`src/rtl/pwm_head_pkg.sv`:
```
package pwm_head_pkg;
  typedef enum logic [1:0] {ST_IDLE = 2'd0, ST_RUN = 2'd1, ST_FIN = 2'd2} run_state_t;

  // Next value of one storage cell: shift load wins, else step down on a tick.
  function automatic logic [7:0] cell_next(input logic [7:0] cur,
                                           input logic [7:0] sin,
                                           input logic       do_shift,
                                           input logic       do_tick);
    if (do_shift)                   return sin;
    else if (do_tick && cur != '0)  return cur - 8'd1;
    else                            return cur;
  endfunction
endpackage

```
`src/rtl/hd_cell.sv`:
```
module hd_cell #(
  parameter int BITS = 8
) (
  input  logic            clk,
  input  logic            rst_n,
  input  logic            shift_go,
  input  logic            tick_go,
  input  logic [BITS-1:0] sin,
  output logic [BITS-1:0] val,
  output logic            nz
);
  always_ff @(posedge clk or negedge rst_n) begin
    if (!rst_n)                      val <= '0;
    else if (shift_go)               val <= sin;
    else if (tick_go && val != '0)   val <= val - 1'b1;
  end
  assign nz = (val != '0);
endmodule

```
`src/rtl/hd_prescale.sv`:
```
module hd_prescale #(
  parameter int TICK_DIV = 2
) (
  input  logic clk,
  input  logic rst_n,
  input  logic clear,
  input  logic run,
  output logic tick
);
  generate
    if (TICK_DIV <= 1) begin : g_every
      assign tick = run;
    end else begin : g_div
      localparam int CW = $clog2(TICK_DIV);
      localparam logic [CW-1:0] LAST = CW'(TICK_DIV - 1);
      logic [CW-1:0] cnt;
      always_ff @(posedge clk or negedge rst_n) begin
        if (!rst_n)           cnt <= '0;
        else if (clear)       cnt <= '0;
        else if (run)         cnt <= (cnt == LAST) ? '0 : cnt + 1'b1;
      end
      assign tick = run && (cnt == LAST);
    end
  endgenerate
endmodule

```
`src/rtl/hd_ctrl.sv`:
```
module hd_ctrl
  import pwm_head_pkg::*;
(
  input  logic clk,
  input  logic rst_n,
  input  logic mode_count,
  input  logic start,
  input  logic any_nz,
  output logic busy,
  output logic done,
  output logic shift_go,
  output logic run_go
);
  run_state_t st, st_n;

  assign busy     = (st == ST_RUN);
  assign done     = (st == ST_FIN);
  assign shift_go = !busy && !mode_count;
  assign run_go   = !busy && mode_count && start;

  always_comb begin
    st_n = st;
    unique case (st)
      ST_IDLE: if (run_go) st_n = ST_RUN;
      ST_RUN:  if (!any_nz) st_n = ST_FIN;
      ST_FIN:  if (run_go) st_n = ST_RUN;
               else if (!mode_count) st_n = ST_IDLE;
      default: st_n = ST_IDLE;
    endcase
  end

  always_ff @(posedge clk or negedge rst_n) begin
    if (!rst_n) st <= ST_IDLE;
    else        st <= st_n;
  end
endmodule

```
`src/rtl/pwm_head_drv.sv`:
```
module pwm_head_drv #(
  parameter int NCH      = 64,
  parameter int BITS     = 8,
  parameter int TICK_DIV = 2
) (
  input  logic            clk,
  input  logic            rst_n,
  input  logic            mode_count,
  input  logic            start,
  input  logic [BITS-1:0] sdi,
  output logic [NCH-1:0]  drive_en,
  output logic            done
);
  localparam int LAST_CH = NCH - 1;

  logic [BITS-1:0] cell_q [NCH];
  logic [NCH-1:0]  cell_nz;
  logic            busy, shift_go, run_go, tick, any_nz;

  hd_ctrl u_ctrl (
    .clk(clk), .rst_n(rst_n), .mode_count(mode_count), .start(start),
    .any_nz(any_nz), .busy(busy), .done(done), .shift_go(shift_go), .run_go(run_go)
  );

  hd_prescale #(.TICK_DIV(TICK_DIV)) u_pre (
    .clk(clk), .rst_n(rst_n), .clear(run_go), .run(busy), .tick(tick)
  );

  genvar i;
  generate
    for (i = 0; i < NCH; i++) begin : g_ch
      logic [BITS-1:0] sin;
      if (i == LAST_CH) begin : g_head
        assign sin = sdi;
      end else begin : g_link
        assign sin = cell_q[i+1];
      end
      hd_cell #(.BITS(BITS)) u_cell (
        .clk(clk), .rst_n(rst_n), .shift_go(shift_go), .tick_go(tick),
        .sin(sin), .val(cell_q[i]), .nz(cell_nz[i])
      );
    end
  endgenerate

  assign any_nz   = |cell_nz;
  assign drive_en = busy ? cell_nz : '0;
endmodule

```
`config.mk`:
```
export PLATFORM = sky130hd
export DESIGN_NAME = pwm_head_drv
export DESIGN_NICKNAME = d
export VERILOG_FILES = /design/src/rtl/pwm_head_pkg.sv /design/src/rtl/hd_cell.sv /design/src/rtl/hd_prescale.sv /design/src/rtl/hd_ctrl.sv /design/src/rtl/pwm_head_drv.sv
export SDC_FILE = /design/constraint.sdc
export NUM_CORES = 2
export LEC_CHECK = 0
export BUFFER_PORTS_ARGS = -buffer_cell sky130_fd_sc_hd__buf_4
export CORE_MARGIN = 2
export CORE_UTILIZATION = 34
export DETAILED_ROUTE_END_ITERATION = 6
export SETUP_SLACK_MARGIN = 0.2
export SLEW_MARGIN = 20
export SYNTH_ARGS = -nofsm -noshare
export SYNTH_HDL_FRONTEND = slang
export SYNTH_SLANG_ARGS = --single-unit
```
`constraint.sdc`:
```
create_clock -name clk -period 2.9 [get_ports clk]
set_clock_uncertainty 0.2 [all_clocks]
set_input_delay 0.29 -clock clk [delete_from_list [all_inputs] [get_ports clk]]
set_output_delay 0.29 -clock clk [all_outputs]
set_load 0.005 [all_outputs]
```
==> metrics.txt <==
run status finished, violations left; violated checks hold timing; Final setup viols 0; final hold slack -0.00297 ns; CTS Buf Count 57; Ys Warns 0; First DRT Iteration DRCs 1520; Post-Place Cells 4614; cell area power density 936 nW/um^2; DR DRC count 0; HP Class primary input to asynchronous set/reset pin; multi-input gate area in the final layout 15800 sq um; Area growth syn-to-layout 23.5%; RSZ-0062 raised after global routing true; # port buffers 76; worst slew pin tran 0.900 ns; CTS clk-pin slew, worst paths 0.06 ns; clk buf depth 3; vias in the first global route 23600; critical path arrival 3.18 ns; CP max FO 2; Yosys top cell by area dfrtp_1; number of I/O pins 77; Post-synth EDFFs 0; Routability Congestion 0.828; row cnt 107; worst-path cell with the longest stage delay or4_4; Crit path max-delay family simple AND/OR/NAND/NOR gates; min Tclk post-route 2.85 ns; post-synth cell types 39; post-synthesis sequential area ratio 44.3%; post-synthesis cell count 3304; die height 296 microns; Slew Viols, Final 0; syn_area_per_cell 8.80 sq um; wirelength, routed 77.5 mm; Final Non-Filler Cells 4794; synthesized cell area 29100 sq um; static leakage 0.0139 uW; via count 23900; DR vias/cell 4.99; clock latency on the worst-skew pair 0.65 ns; Fillers 8415; Finished Cell Area 35900 sq um; Final Hold Vio Count 6; Routed WL per cell 16.2 microns; Starting Density 34.2%; highest ir drop seen on vdd 0.521 mV; post-layout net count 3741; initial antenna violation count 1; total gr overflow 0; largest net degree at the start of global routing 237; CTS tree yes; Worst Setup Start Kind flop; max cap viols 0; cell mode on critical path or4_4; post-route ant nets 0; Synth area leaders dfrtp_1, nand2_1, o21ai_0; Async SR Flop Fraction 100%; final worst-path cycle share 98.2%; core footprint 85000 sq um; delay of the slowest critical-path stage 0.60 ns; die area 87900 sq um; number of diodes 0; placed cell area 32500 sq um; GRT Total Usage 17.3%; layout cell share with drive strength beyond 1 15.6%; TritonCTS Sinks 515; DRT Pass-1 Iters 5; # H-tree levels 2; Sequential Area 12900 sq um; first-pass GRT wire length 124 mm; Synth Flop Type dfrtp_1; Max-slew headroom 40.0%; leading cell type in the layout, fill and taps excluded nand2_1; CTS root buf clkbuf_16; Die W 296 microns; critical-path cell list inv_2 -> ha_2 -> nor3b_4 -> nand4_1 -> or4_4 -> or4_4 -> nor4_4 -> o22ai_1; r2r worst-path depth 8; Crit. End Element flop; WS Path Type flop to flop; DP Wirelength 52.3 mm; Fmax 351 MHz; CP bufs+invs 1; top cell type's share of synthesized area 44.3%; flip-flop and latch count after synthesis 515; most frequent cells in the layout nand2_1, dfrtp_1, o21ai_0, buf_4, nor2_1; Required @ worst endpoint 3.23 ns; syn_nets 3444; Stages on worst setup path 8
-- power breakdown --
part           internal, uW  switching, uW  leakage, uW  total [uW]
clock                  5030           3200      0.00105        8230
sequential            10800           4490      0.00602       15300
combinational          5240           4800      0.00683       10000
-- metrics by stage --
step / setup TNS [ns] / hold WS [ns] / utilization, % / total power, uW / worst slack (ns)
after floorplan: 0 / -0.206 / - / 20700 / 0.205
after global placement: -0.187 / 0.0307 / 38.3 / 24100 / -0.106
final: 0 / -0.00297 / 42.2 / 33600 / 0.0525
after global routing: -0.0285 / 0.0384 / 42.2 / 36100 / -0.0255
after detailed placement: -0.279 / 0.0266 / 38.3 / 24400 / -0.148
after CTS: 0 / 0.00120 / 41.7 / 33400 / 0.0917
-- registers in the layout, indices dropped and copies added, names as in the netlist --
signal / count
g_ch.u_cell.val: 512
u_ctrl.st: 2
u_pre.g_div.cnt: 1
-- area by class of cell --
class	instances	share of cell area, %
Multi-Input combinational cell	2517	44.1
Sequential cell	515	35.9
Timing Repair Buffer	368	8.58
Clock buffer	80	4.58
Tap cell	1144	3.99
Inverter	142	1.48
Clock inverter	28	1.38
-- metal layers --
layer | part of all wire (%) | GRT usage [%]
met4 | 2.2 | 4.74
met1 | 47 | 24.3
met3 | 3.9 | 2.38
met5 | 0 | 0
met2 | 46 | 28.0
-- synthesized netlist by cell type, types with 2 or more instances --
cell type,number
mux2i_1,7
nand4_1,22
nor4b_2,6
dfrtp_1,515
inv_1,142
a21o_1,7
xnor2_1,207
nand2b_1,6
or3_1,21
clkbuf_1,124
ha_1,128
a31oi_1,68
nor4_4,3
nor3_1,12
nor2b_1,22
nand3b_1,56
or4_4,3
a211oi_1,6
nor2_1,221
o21ai_0,473
nor4_2,9
buf_1,7
or4_1,13
xor2_1,201
nor4_1,107
a21oi_1,55
nand3_1,49
and3_1,20
nand2_1,658
o211ai_1,53
nor3b_1,29
and2_1,2
nor4b_1,42
nand4b_1,5
-- kinds of logic (layout without fill, tap and decap cells) --
family / count (synthesis) / count (layout) / synth area share [%]
xor gates and xnor gates: 408 / 408 / 12.3
DFF: 515 / 515 / 44.3
and+or+nand+nor: 1310 / 1311 / 21.9
adders and majority gates: 128 / 128 / 5.51
muxes: 7 / 7 / 0.241
buffers and inverters: 273 / 618 / 3.52
AOI/OAI and AO/OA: 663 / 663 / 12.3
-- final timing paths --
check                                                         from                                 end  slack (ns)
worst max-delay path            g_ch[27].u_cell.val[0]$_DFFE_PN0P_            u_ctrl.st[0]$_DFFE_PN0P_        0.05
worst min-delay path                                         rst_n  g_ch[37].u_cell.val[3]$_DFFE_PN0P_      -0.003
worst max register to register  g_ch[27].u_cell.val[0]$_DFFE_PN0P_            u_ctrl.st[0]$_DFFE_PN0P_        0.05
worst min register to register         u_pre.g_div.cnt$_DFFE_PN0P_         u_pre.g_div.cnt$_DFFE_PN0P_        0.31
max in group asynchronous                                    rst_n  g_ch[49].u_cell.val[0]$_DFFE_PN0P_        1.58
min in group clk                                            sdi[4]  g_ch[63].u_cell.val[4]$_DFFE_PN0P_        0.22
-- what timing repair did --
| item | 4_1_cts | 5_1_grt |
|---|---|---|
| endpoints found under the hold margin | 428 | 0 |
| resized for setup | 53 | 67 |
| hold buffers | 12 | 0 |
| buffers inserted | 41 | 16 |
| cloned | 1 | 2 |
| setup endpoints to repair | 29 | 83 |
| pin swaps | 22 | 22 |
No activity file was read; power rests on OpenSTA's default activity.
